**config.mk**
```make
export PLATFORM = sky130hd
export DESIGN_NAME = tone_serial_readout
export DESIGN_NICKNAME = d
export VERILOG_FILES = /design/src/rtl/tone_serial_readout_pkg.sv /design/src/rtl/ack_edge_sync.sv /design/src/rtl/pwrdn_gate.sv /design/src/rtl/readout_seq.sv /design/src/rtl/tone_serial_readout.sv
export SDC_FILE = /design/constraint.sdc
export NUM_CORES = 1
export LEC_CHECK = 0
export BUFFER_PORTS_ARGS = -buffer_cell sky130_fd_sc_hd__clkbuf_2
export CORE_MARGIN = 4
export CORE_UTILIZATION = 54
export CTS_BUF_LIST = sky130_fd_sc_hd__clkbuf_16
export CTS_CLUSTER_DIAMETER = 100
export DETAILED_ROUTE_END_ITERATION = 10
export PLACE_DENSITY = 0.85
export SKIP_LAST_GASP = 1
export SLEW_MARGIN = 15
export SYNTH_ARGS = -nofsm -noshare
export SYNTH_HDL_FRONTEND = slang
export SYNTH_SLANG_ARGS = --single-unit
```
**constraint.sdc**
```tcl
create_clock -name clk -period 2.2 [get_ports clk]
set_input_delay 0.11 -clock clk [delete_from_list [all_inputs] [get_ports clk]]
set_output_delay 0.11 -clock clk [all_outputs]
set_load 0.01 [all_outputs]
```
**src/rtl/tone_serial_readout_pkg.sv**
```systemverilog
package tone_serial_readout_pkg;
  localparam int CODE_W_DEF  = 4;
  localparam int SYNC_N_DEF  = 2;

  typedef struct packed {
    logic lvl;
    logic rise;
    logic fall;
  } ack_evt_t;
endpackage

```
**src/rtl/ack_edge_sync.sv**
```systemverilog
module ack_edge_sync
  import tone_serial_readout_pkg::*;
#(
  parameter int SYNC_N = SYNC_N_DEF
) (
  input  logic     clk,
  input  logic     rst,
  input  logic     ack_async,
  output ack_evt_t evt
);
  logic [SYNC_N-1:0] chain;
  logic              prev;

  always_ff @(posedge clk) begin
    if (rst) begin
      chain <= '0;
      prev  <= 1'b0;
    end else begin
      chain[0] <= ack_async;
      for (int i = 1; i < SYNC_N; i++) chain[i] <= chain[i-1];
      prev <= chain[SYNC_N-1];
    end
  end

  always_comb begin
    evt.lvl  = chain[SYNC_N-1];
    evt.rise = chain[SYNC_N-1] & ~prev;
    evt.fall = ~chain[SYNC_N-1] & prev;
  end
endmodule

```
**src/rtl/pwrdn_gate.sv**
```systemverilog
module pwrdn_gate (
  input  logic clk,
  input  logic rst,
  input  logic req,
  input  logic ack_lvl,
  output logic pd_q
);
  // enter only while acknowledge is low; leave as soon as the request drops
  always_ff @(posedge clk) begin
    if (rst) pd_q <= 1'b0;
    else     pd_q <= req & (pd_q | ~ack_lvl);
  end
endmodule

```
**src/rtl/readout_seq.sv**
```systemverilog
module readout_seq
  import tone_serial_readout_pkg::*;
#(
  parameter int CODE_W = CODE_W_DEF,
  localparam int CNT_W = $clog2(CODE_W + 1)
) (
  input  logic              clk,
  input  logic              rst,
  input  ack_evt_t          evt,
  input  logic              pd_q,
  input  logic              code_valid,
  input  logic [CODE_W-1:0] code_in,
  output logic              window,
  output logic              armed,
  output logic [CNT_W-1:0]  cnt,
  output logic              cur_bit
);
  localparam logic [CNT_W-1:0] LAST = CNT_W'(CODE_W);

  logic [CODE_W-1:0] shreg;
  logic              start;

  assign start   = evt.rise & armed & ~window;
  assign cur_bit = shreg[0];

  always_ff @(posedge clk) begin
    if (rst || pd_q) begin
      window <= 1'b0;
      cnt    <= '0;
      armed  <= 1'b0;
      shreg  <= '0;
    end else begin
      if (start) begin
        shreg  <= code_in;
        cnt    <= CNT_W'(1);
        window <= 1'b1;
      end else if (evt.rise && window && cnt != LAST) begin
        shreg <= {1'b0, shreg[CODE_W-1:1]};
        cnt   <= cnt + CNT_W'(1);
      end else if (evt.fall && window && cnt == LAST) begin
        window <= 1'b0;
        cnt    <= '0;
      end

      if (start) armed <= 1'b0;
      else if (code_valid && !evt.lvl && !window) armed <= 1'b1;
    end
  end
endmodule

```
**src/rtl/tone_serial_readout.sv**
```systemverilog
module tone_serial_readout
  import tone_serial_readout_pkg::*;
#(
  parameter int CODE_W = CODE_W_DEF,
  parameter int SYNC_N = SYNC_N_DEF
) (
  input  logic              clk,
  input  logic              rst,
  input  logic              ack_in,
  input  logic [CODE_W-1:0] code_in,
  input  logic              code_valid,
  input  logic              energy_in,
  input  logic              pwrdn_req,
  output logic              sd_out
);
  localparam int CNT_W = $clog2(CODE_W + 1);

  ack_evt_t         evt;
  logic             pd_q;
  logic             window;
  logic             armed;
  logic [CNT_W-1:0] cnt;
  logic             cur_bit;

  ack_edge_sync #(.SYNC_N(SYNC_N)) u_sync (
    .clk(clk), .rst(rst), .ack_async(ack_in), .evt(evt)
  );

  pwrdn_gate u_pd (
    .clk(clk), .rst(rst), .req(pwrdn_req), .ack_lvl(evt.lvl), .pd_q(pd_q)
  );

  readout_seq #(.CODE_W(CODE_W)) u_seq (
    .clk(clk), .rst(rst), .evt(evt), .pd_q(pd_q), .code_valid(code_valid),
    .code_in(code_in), .window(window), .armed(armed), .cnt(cnt),
    .cur_bit(cur_bit)
  );

  always_ff @(posedge clk) begin
    if (rst)         sd_out <= 1'b0;
    else if (pd_q)   sd_out <= 1'b0;
    else if (window) sd_out <= cur_bit;
    else             sd_out <= energy_in;
  end
endmodule

```
==> out/metrics.cfg, run 1 <==
[outcome]
status=finished, final reports clean

[global_route]
grt_use_total=0.197
grt_pass1_vias=602
grt_max_degree=13
overflow=0
grt_antenna_before_repair=0
grt_pass1_wl_um=2760

[cts]
cts.sinks=14
cts_buffer_depth=2
path_clk_slew_ns=0.04
h-tree-depth=1
holdBufCountCts=0
clock_latency_ns=0.24
cts_resized=0
post-cts-setup-buffer-count=0
cts-root-buf=clkbuf_16
cts_tree=yes
numCtsBuffers=3

[placed_design]
gp_congestion=0.775
dp_slack_ns=0.640
port_buffers=10
dp_hpwl_um=1020

[sta]
slew_violations=0
fin_skew_ns=0.000567
rsz0062_at_grt=false
setup_viol=0
min_period_ns=1.61
timing.hold.ws_ns=0.0843
tightest_slew_ns=0.426
maxSlewHeadroom=0.715
finalCritPeriodShare=0.730
setup_ws_ns=0.594
fin_tns_setup_ns=0
fmax_mhz=623
final_hold_viol_count=0

[synth]
synth.net_count=89
synth_top_flop_cell=dfxtp_1
ys_ff_latch=14
synth-seq-area-share=0.385
synth_cells=77
synth_async_sr_flop_share=0
syn_area_um2=728
synth_top_area_share=0.385
synth_commonest_cells=dfxtp_1 (14), nor2_1 (5), a2111oi_2 (4), a21oi_1 (4), nor2b_1 (4)
synth.distinct_cells=37
synth_top_area_cell=dfxtp_1
synth-edff-count=0
avgSynthCellArea_um2=9.46
yosysMostFrequentCell=dfxtp_1
synthTopCellsByArea=dfxtp_1 (38%), a2111oi_2 (8.2%), ha_1 (3.4%), nor2b_1 (3.4%), a21oi_1 (2.7%)
synth_warnings=0

[setup_path]
crit_path_end_kind=flop
crit_arrival_ns=1.73
slowest_stage=a2111oi_2
critPathTopFamily=compound AO/OA/AOI/OAI gates
timing.rr.end=u_seq.cnt[1]$_SDFFE_PP0P_
cp.buffers_inverters=1
critPathMaxStageDelay_ns=0.39
rr_startpoint=u_seq.cnt[0]$_SDFFE_PP0P_
cp-start-kind=flop
crit_chain=inv_1 > ha_1 > and2_0 > o21ai_1 > a2111oi_2
crit_required_ns=2.33
crit_fanout=6
ff2ff_setup_slack_ns=0.59
critical_path_class=reg2reg
r2r.worst_path.cells=5

[min_path]
min_path_type=in2reg
hold_depth=2
worstHoldStart=rst
holdPathEnd=u_sync.chain[0]$_SDFF_PP0_

[floorplanning]
num_rows=12
coreArea_um2=1190
die_x_um=44.7
fp.dieH_um=44.7
die-area_um2=2000
start_util=0.614
io_pins=11

[route]
antenna_left=0
vias_per_cell=5.78
dr.pass1.iters=4
vias=578
drt_iter0_markers=5
wl_um=1460
post-route-drc-count=0
drt-wirelength-per-cell_um=14.6

[flow_run]
cap_violations=0

[cells_and_area]
nFillCells=94
antenna_cells=0
drive_above_1_share=0.302
nets=100
syn_to_final_growth_pct=15.6

[power]
p_per_area_nw_per_um2=772
peakVddDrop_mv=0.656
leakage_nw=0.312
finalPower_uw=650

-- power by group --
group | total, mW | switching (mW) | internal [mW]
clock network | 0.334 | 0.0973 | 0.237
logic | 0.0413 | 0.0192 | 0.0221
registers | 0.274 | 0.0102 | 0.264
total | 0.650 | 0.127 | 0.523
-- sequential cells by signal (all words and copies together), names as in the netlist --
signal        flops
sd_out            1
u_pd.pd_q         1
u_seq.cnt         3
u_sync.prev       1
u_sync.chain      2
u_seq.armed       1
u_seq.window      1
u_seq.shreg       4
-- layer usage --
layer,track usage,routed length (um),vias to the layer above
li1,-,-,299
met3,0.0956,64,4
met1,0.235,647,262
met4,0.0964,23,0
met5,0,0,-
met2,0.292,724,13
-- placed cells by master (no fill, tap or decap), types with 4 or more instances in the layout --
| master | n |
|---|---|
| a2111oi_2 | 4 |
| a21oi_1 | 4 |
| clkbuf_2 | 10 |
| dfxtp_1 | 14 |
| nor2_1 | 5 |
| nor2b_1 | 4 |
-- worst max path at each step --
stage / start / endpoint / slack [ns] / depth (start not counted)
2_1_floorplan: u_seq.cnt[0]$_SDFFE_PP0P_ / u_seq.cnt[0]$_SDFFE_PP0P_ / 0.81 / 6
3_3_place_gp: u_seq.cnt[0]$_SDFFE_PP0P_ / u_seq.cnt[1]$_SDFFE_PP0P_ / 0.75 / 5
3_5_place_dp: u_seq.cnt[0]$_SDFFE_PP0P_ / u_seq.cnt[1]$_SDFFE_PP0P_ / 0.64 / 5
4_1_cts: u_seq.cnt[0]$_SDFFE_PP0P_ / u_seq.cnt[1]$_SDFFE_PP0P_ / 0.61 / 5
5_1_grt: u_seq.cnt[0]$_SDFFE_PP0P_ / u_seq.cnt[1]$_SDFFE_PP0P_ / 0.44 / 5
6_report: u_seq.cnt[0]$_SDFFE_PP0P_ / u_seq.cnt[1]$_SDFFE_PP0P_ / 0.59 / 5
-- logic make-up (layout without fill, tap and decap cells) --
logic type      Yosys count  after routing  synth area share
flops                    14             14             0.385
fa+ha+maj                 2              2            0.0344
simple gates             35             35             0.309
mux                       1              1            0.0137
buf+inv                   7             16            0.0550
compound gates           18             18             0.203
-- cell type report --
class | count | area, um2 | share of cell area
flip-flops and latches | 14 | 280 | 0.333
inverters | 3 | 11.3 | 0.0134
clock buffers | 3 | 75.1 | 0.0892
repair buffers | 10 | 50.0 | 0.0594
multi-input cells | 56 | 408 | 0.484
well taps | 14 | 17.5 | 0.0208
-- metrics by stage --
step / cells / area (um2) / util
2_1_floorplan: 77 / 728 / -
3_3_place_gp: 97 / 767 / 0.647
3_5_place_dp: 97 / 767 / 0.647
4_1_cts: 100 / 842 / 0.710
5_1_grt: 100 / 842 / 0.710
6_report: 100 / 842 / 0.710
Note: power is estimated with default switching activity, not from simulation.
==> run 2: changes to the inputs <==
--- a/config.mk
+++ b/config.mk
@@ -7,11 +7,11 @@
 export LEC_CHECK = 0
 export BUFFER_PORTS_ARGS = -buffer_cell sky130_fd_sc_hd__clkbuf_2
 export CORE_MARGIN = 4
-export CORE_UTILIZATION = 54
+export CORE_UTILIZATION = 53
 export CTS_BUF_LIST = sky130_fd_sc_hd__clkbuf_16
 export CTS_CLUSTER_DIAMETER = 100
 export DETAILED_ROUTE_END_ITERATION = 10
-export PLACE_DENSITY = 0.85
+export PLACE_DENSITY = 0.84
 export SKIP_LAST_GASP = 1
 export SLEW_MARGIN = 15
 export SYNTH_ARGS = -nofsm -noshare
==> constraint.sdc (replaced) <==
create_clock -name clk -period 1.5 [get_ports clk]
set_input_delay 0.075 -clock clk [delete_from_list [all_inputs] [get_ports clk]]
set_output_delay 0.075 -clock clk [all_outputs]
set_load 0.01 [all_outputs]
==> out/metrics.cfg, run 2 (synthesized netlist as in run 1, its figures left out) <==
[route]
vias=602
post-route-drc-count=0
vias_per_cell=5.79
drt_iter0_markers=17
wl_um=1450
drt-wirelength-per-cell_um=14.0
dr.pass1.iters=4
antenna_left=0

[floorplanning]
die_x_um=45.1
die-area_um2=2030
num_rows=13
fp.dieH_um=45.1
coreArea_um2=1300
start_util=0.560
io_pins=11

[power]
leakage_nw=0.329
p_per_area_nw_per_um2=1110
peakVddDrop_mv=0.704

[placed_design]
port_buffers=10
gp_congestion=0.884
dp_hpwl_um=1090

[setup_path]
crit_path_end_kind=flop
r2r.worst_path.cells=5
crit_fanout=6
crit_arrival_ns=1.53
critical_path_class=reg2reg
cp-start-kind=flop
crit_required_ns=1.62

[global_route]
grt_max_degree=12
overflow=0
grt_pass1_vias=580
grt_antenna_before_repair=0
grt_pass1_wl_um=2530
grt_use_total=0.182

[cells_and_area]
largest_reg_flops=4
final_common_cell=dfxtp_1
regMostFlops=u_seq.shreg
antenna_cells=0
top_regs=u_seq.shreg x4, u_seq.cnt x3, u_sync.chain x2
nets=103
syn_to_final_growth_pct=19.1
drive_above_1_share=0.337
fin_util=0.666
final_cell_mix=dfxtp_1 (14), clkbuf_2 (10), nor2_1 (5)

[cts]
cts-root-buf=clkbuf_16
cts.sinks=14
numCtsBuffers=3
cts_buffer_depth=2
h-tree-depth=1
post-cts-setup-buffer-count=0
cts_tree=yes
clock_latency_ns=0.24
path_clk_slew_ns=0.04

[sta]
tightest_slew_ns=0.317
maxSlewHeadroom=0.789
final_hold_viol_count=0
setup_viol=0
rsz0062_at_grt=false
fin_skew_ns=0.00167
fin_tns_setup_ns=0
fmax_mhz=707
slew_violations=0
finalCritPeriodShare=0.943
min_period_ns=1.41

[outcome]
status=finished, final reports clean

[min_path]
hold_depth=2
min_path_type=in2reg

[flow_run]
cap_violations=0

run 2: path summary, 6_finish.rpt:
kind,from,end,slack (ns)
max,u_seq.cnt[0]$_SDFFE_PP0P_,u_seq.cnt[0]$_SDFFE_PP0P_,0.09
min reg2reg,u_sync.chain[0]$_SDFF_PP0_,u_sync.chain[1]$_SDFF_PP0_,0.44
min,rst,u_sync.chain[1]$_SDFF_PP0_,0.06
max reg2reg,u_seq.cnt[0]$_SDFFE_PP0P_,u_seq.cnt[0]$_SDFFE_PP0P_,0.09
run 2: cell type report:
type                       count  area, um2
inverter                       3       11.3
sequential                    14        280
fill                         116        434
tap                           15       18.8
multi-input combinational     56        409
clock buffer                   3       75.1
timing repair buffer          13       72.6
run 2: worst max-delay path, stage by stage, from the launching register on:
cell and delay (ns):
dfxtp_1 0.33, inv_1 0.07, ha_1 0.24, and2_2 0.25, a311oi_1 0.28, a31oi_1 0.12
run 2: per-stage QoR:
stage | total power, mW | setup slack (ns) | instances | cell area (um2) | hold slack (ns)
final | 0.959 | 0.0851 | 104 | 867 | 0.0557
after detailed placement | 0.474 | 0.00728 | 101 | 791 | 0.308
after global placement | 0.470 | 0.100 | 101 | 791 | 0.289
after floorplan | 0.451 | 0.106 | 77 | 728 | 0.147
after CTS | 0.965 | 0.0575 | 104 | 866 | 0.0567
after global routing | 0.994 | 0.00893 | 104 | 867 | 0.0696
run 2: where the power goes:
part	total, mW	switching [mW]	leakage [nW]	internal, mW
Combinational	0.0678	0.0324	0.178	0.0354
Clock	0.492	0.144	0.0370	0.348
Sequential	0.399	0.0121	0.114	0.387
run 2: repair_timing:
item,CTS,global route
setup endpoints to repair,1,2
hold buffers,0,0
gates resized for setup,1,1
run 2: routing by layer:
layer,GRT usage,vias up,routed length (um)
li1,-,305,-
met1,0.211,282,596
met2,0.274,10,761
met3,0.0717,5,54
met4,0.123,0,38
met5,0,-,0
==> run 3: changes to the inputs <==
--- a/config.mk
+++ b/config.mk
@@ -11,6 +11,7 @@
 export CTS_BUF_LIST = sky130_fd_sc_hd__clkbuf_16
 export CTS_CLUSTER_DIAMETER = 100
 export DETAILED_ROUTE_END_ITERATION = 10
+export HOLD_SLACK_MARGIN = 0.12
 export PLACE_DENSITY = 0.84
 export SKIP_LAST_GASP = 1
 export SLEW_MARGIN = 15
==> out/metrics.cfg, run 3 (synthesized netlist as in run 1, its figures left out) <==
[setup_path]
critPathMaxStageDelay_ns=0.33
slowest_stage=dfxtp_1
crit_arrival_ns=1.50
r2r.worst_path.cells=5
crit_fanout=6
crit_chain=inv_1 > ha_2 > and2_2 > a311oi_1 > a31oi_1
cp-start-kind=flop
timing.rr.end=u_seq.cnt[0]$_SDFFE_PP0P_
cp.buffers_inverters=1
crit_path_end_kind=flop
rr_startpoint=u_seq.cnt[0]$_SDFFE_PP0P_
critical_path_class=reg2reg
ff2ff_setup_slack_ns=0.12
crit_required_ns=1.62
path_depth=5
critPathTopFamily=compound AO/OA/AOI/OAI gates

[floorplanning]
fp.dieH_um=45.1
die_x_um=45.1
num_rows=13
coreArea_um2=1300
start_util=0.560
die-area_um2=2030
io_pins=11

[route]
wl_um=1650
vias_per_cell=5.88
post-route-drc-count=0
dr.pass1.iters=4
antenna_left=0
drt-wirelength-per-cell_um=15.0
drt_iter0_markers=17
vias=647

[cells_and_area]
drive_above_1_share=0.347
final_common_cell=dfxtp_1
final_area_um2=933
layout.cells.non_filler=110
nFillCells=105
top_regs=u_seq.shreg x4, u_seq.cnt x3, u_sync.chain x2
nets=109
regMostFlops=u_seq.shreg
antenna_cells=0
multi_input_area_um2=414
syn_to_final_growth_pct=28.2
seqCellArea_um2=282
largest_reg_flops=4
final_cell_mix=dfxtp_1 (13), clkbuf_2 (10), dlygate4sd3_1 (6), nor2_1 (5)
fin_util=0.717

[sta]
rsz0062_at_grt=false
fin_tns_setup_ns=0
fmax_mhz=726
final_hold_viol_count=0
finalCritPeriodShare=0.919
slew_violations=0
fin_skew_ns=0.00158
maxSlewHeadroom=0.787
min_period_ns=1.38
tightest_slew_ns=0.319
setup_viol=0

[cts]
cts.sinks=14
numCtsBuffers=3
h-tree-depth=1
cts_buffer_depth=2
clock_latency_ns=0.24
cts_tree=yes
post-cts-setup-buffer-count=0
cts-root-buf=clkbuf_16
path_clk_slew_ns=0.04

[global_route]
grt_antenna_before_repair=0
grt_pass1_wl_um=2770
grt_pass1_vias=608
grt_max_degree=12
grt_use_met3=0.0876
grt_use_total=0.207
grt.met1_usage=0.236
busiest_layer=met2
met2_usage=0.305
overflow=0

[min_path]
hold_depth=3
holdPathEnd=u_seq.shreg[1]$_SDFFE_PP0P_
min_path_type=in2reg
worstHoldStart=code_in[1]

[flow_run]
cap_violations=0

[placed_design]
gp_congestion=0.884
post-place-cells=101
dp_hpwl_um=1090
port_buffers=10
place_area_um2=791

[power]
leakage_nw=0.354
peakVddDrop_mv=0.739
p_per_area_nw_per_um2=1040

[outcome]
status=finished, final reports clean

==> run 3: cell types whose count changed in the layout (fill, tap and decap cells not counted), sizes merged <==
cell	change
dlygate4sd3	+6
==> run 3: repair_timing <==
action,in CTS,in global routing
endpoints found under the hold margin,6,0
hold buffers,6,0
setup endpoints to repair,1,3
resized for setup,1,4
==> run 3: how the worst max path moves through the flow <==
stage | start | slack [ns] | endpoint
CTS | u_seq.cnt[0]$_SDFFE_PP0P_ | 0.06 | u_seq.cnt[1]$_SDFFE_PP0P_
detailed placement | u_seq.cnt[0]$_SDFFE_PP0P_ | 0.007 | u_seq.cnt[1]$_SDFFE_PP0P_
global placement | u_seq.cnt[0]$_SDFFE_PP0P_ | 0.10 | u_seq.cnt[1]$_SDFFE_PP0P_
finish | u_seq.cnt[0]$_SDFFE_PP0P_ | 0.12 | u_seq.cnt[0]$_SDFFE_PP0P_
global route | u_seq.cnt[0]$_SDFFE_PP0P_ | 0.04 | u_seq.shreg[2]$_SDFFE_PP0P_
floorplan | u_seq.cnt[0]$_SDFFE_PP0P_ | 0.11 | u_seq.cnt[0]$_SDFFE_PP0P_
==> run 3: area by class of cell <==
type | count | share of cell area
clock buffers | 3 | 0.0804
repair buffers | 19 | 0.142
flip-flops and latches | 14 | 0.302
multi-input cells | 56 | 0.444
inverters | 3 | 0.0121
well taps | 15 | 0.0201
==> run 3: stage by stage <==
step | setup slack (ns) | hold WS (ns) | total power, mW
floorplan | 0.106 | 0.147 | 0.451
global placement | 0.100 | 0.289 | 0.470
detailed placement | 0.00728 | 0.308 | 0.474
CTS | 0.0575 | 0.150 | 0.977
global route | 0.0389 | 0.170 | 1.01
finish | 0.122 | 0.160 | 0.974
==> run 3: metal layers <==
layer  share of wire  up-vias
li1                -      315
met1            0.38      299
met4           0.032        0
met2            0.52       26
met5               0        -
met3           0.061        7
==> run 3: worst min-delay path, delay by kind of cell <==
kind	cells	cell delay [ns]
buffers and inverters	1	0.08
AO/OA/AOI/OAI	1	0.07
AND/OR/NAND/NOR	1	0.12
==> run 3: power breakdown <==
part / internal (mW) / total [mW] / switching, mW
logic: 0.0460 / 0.0828 / 0.0368
registers: 0.387 / 0.400 / 0.0128
clock network: 0.348 / 0.492 / 0.144
total: 0.781 / 0.974 / 0.193
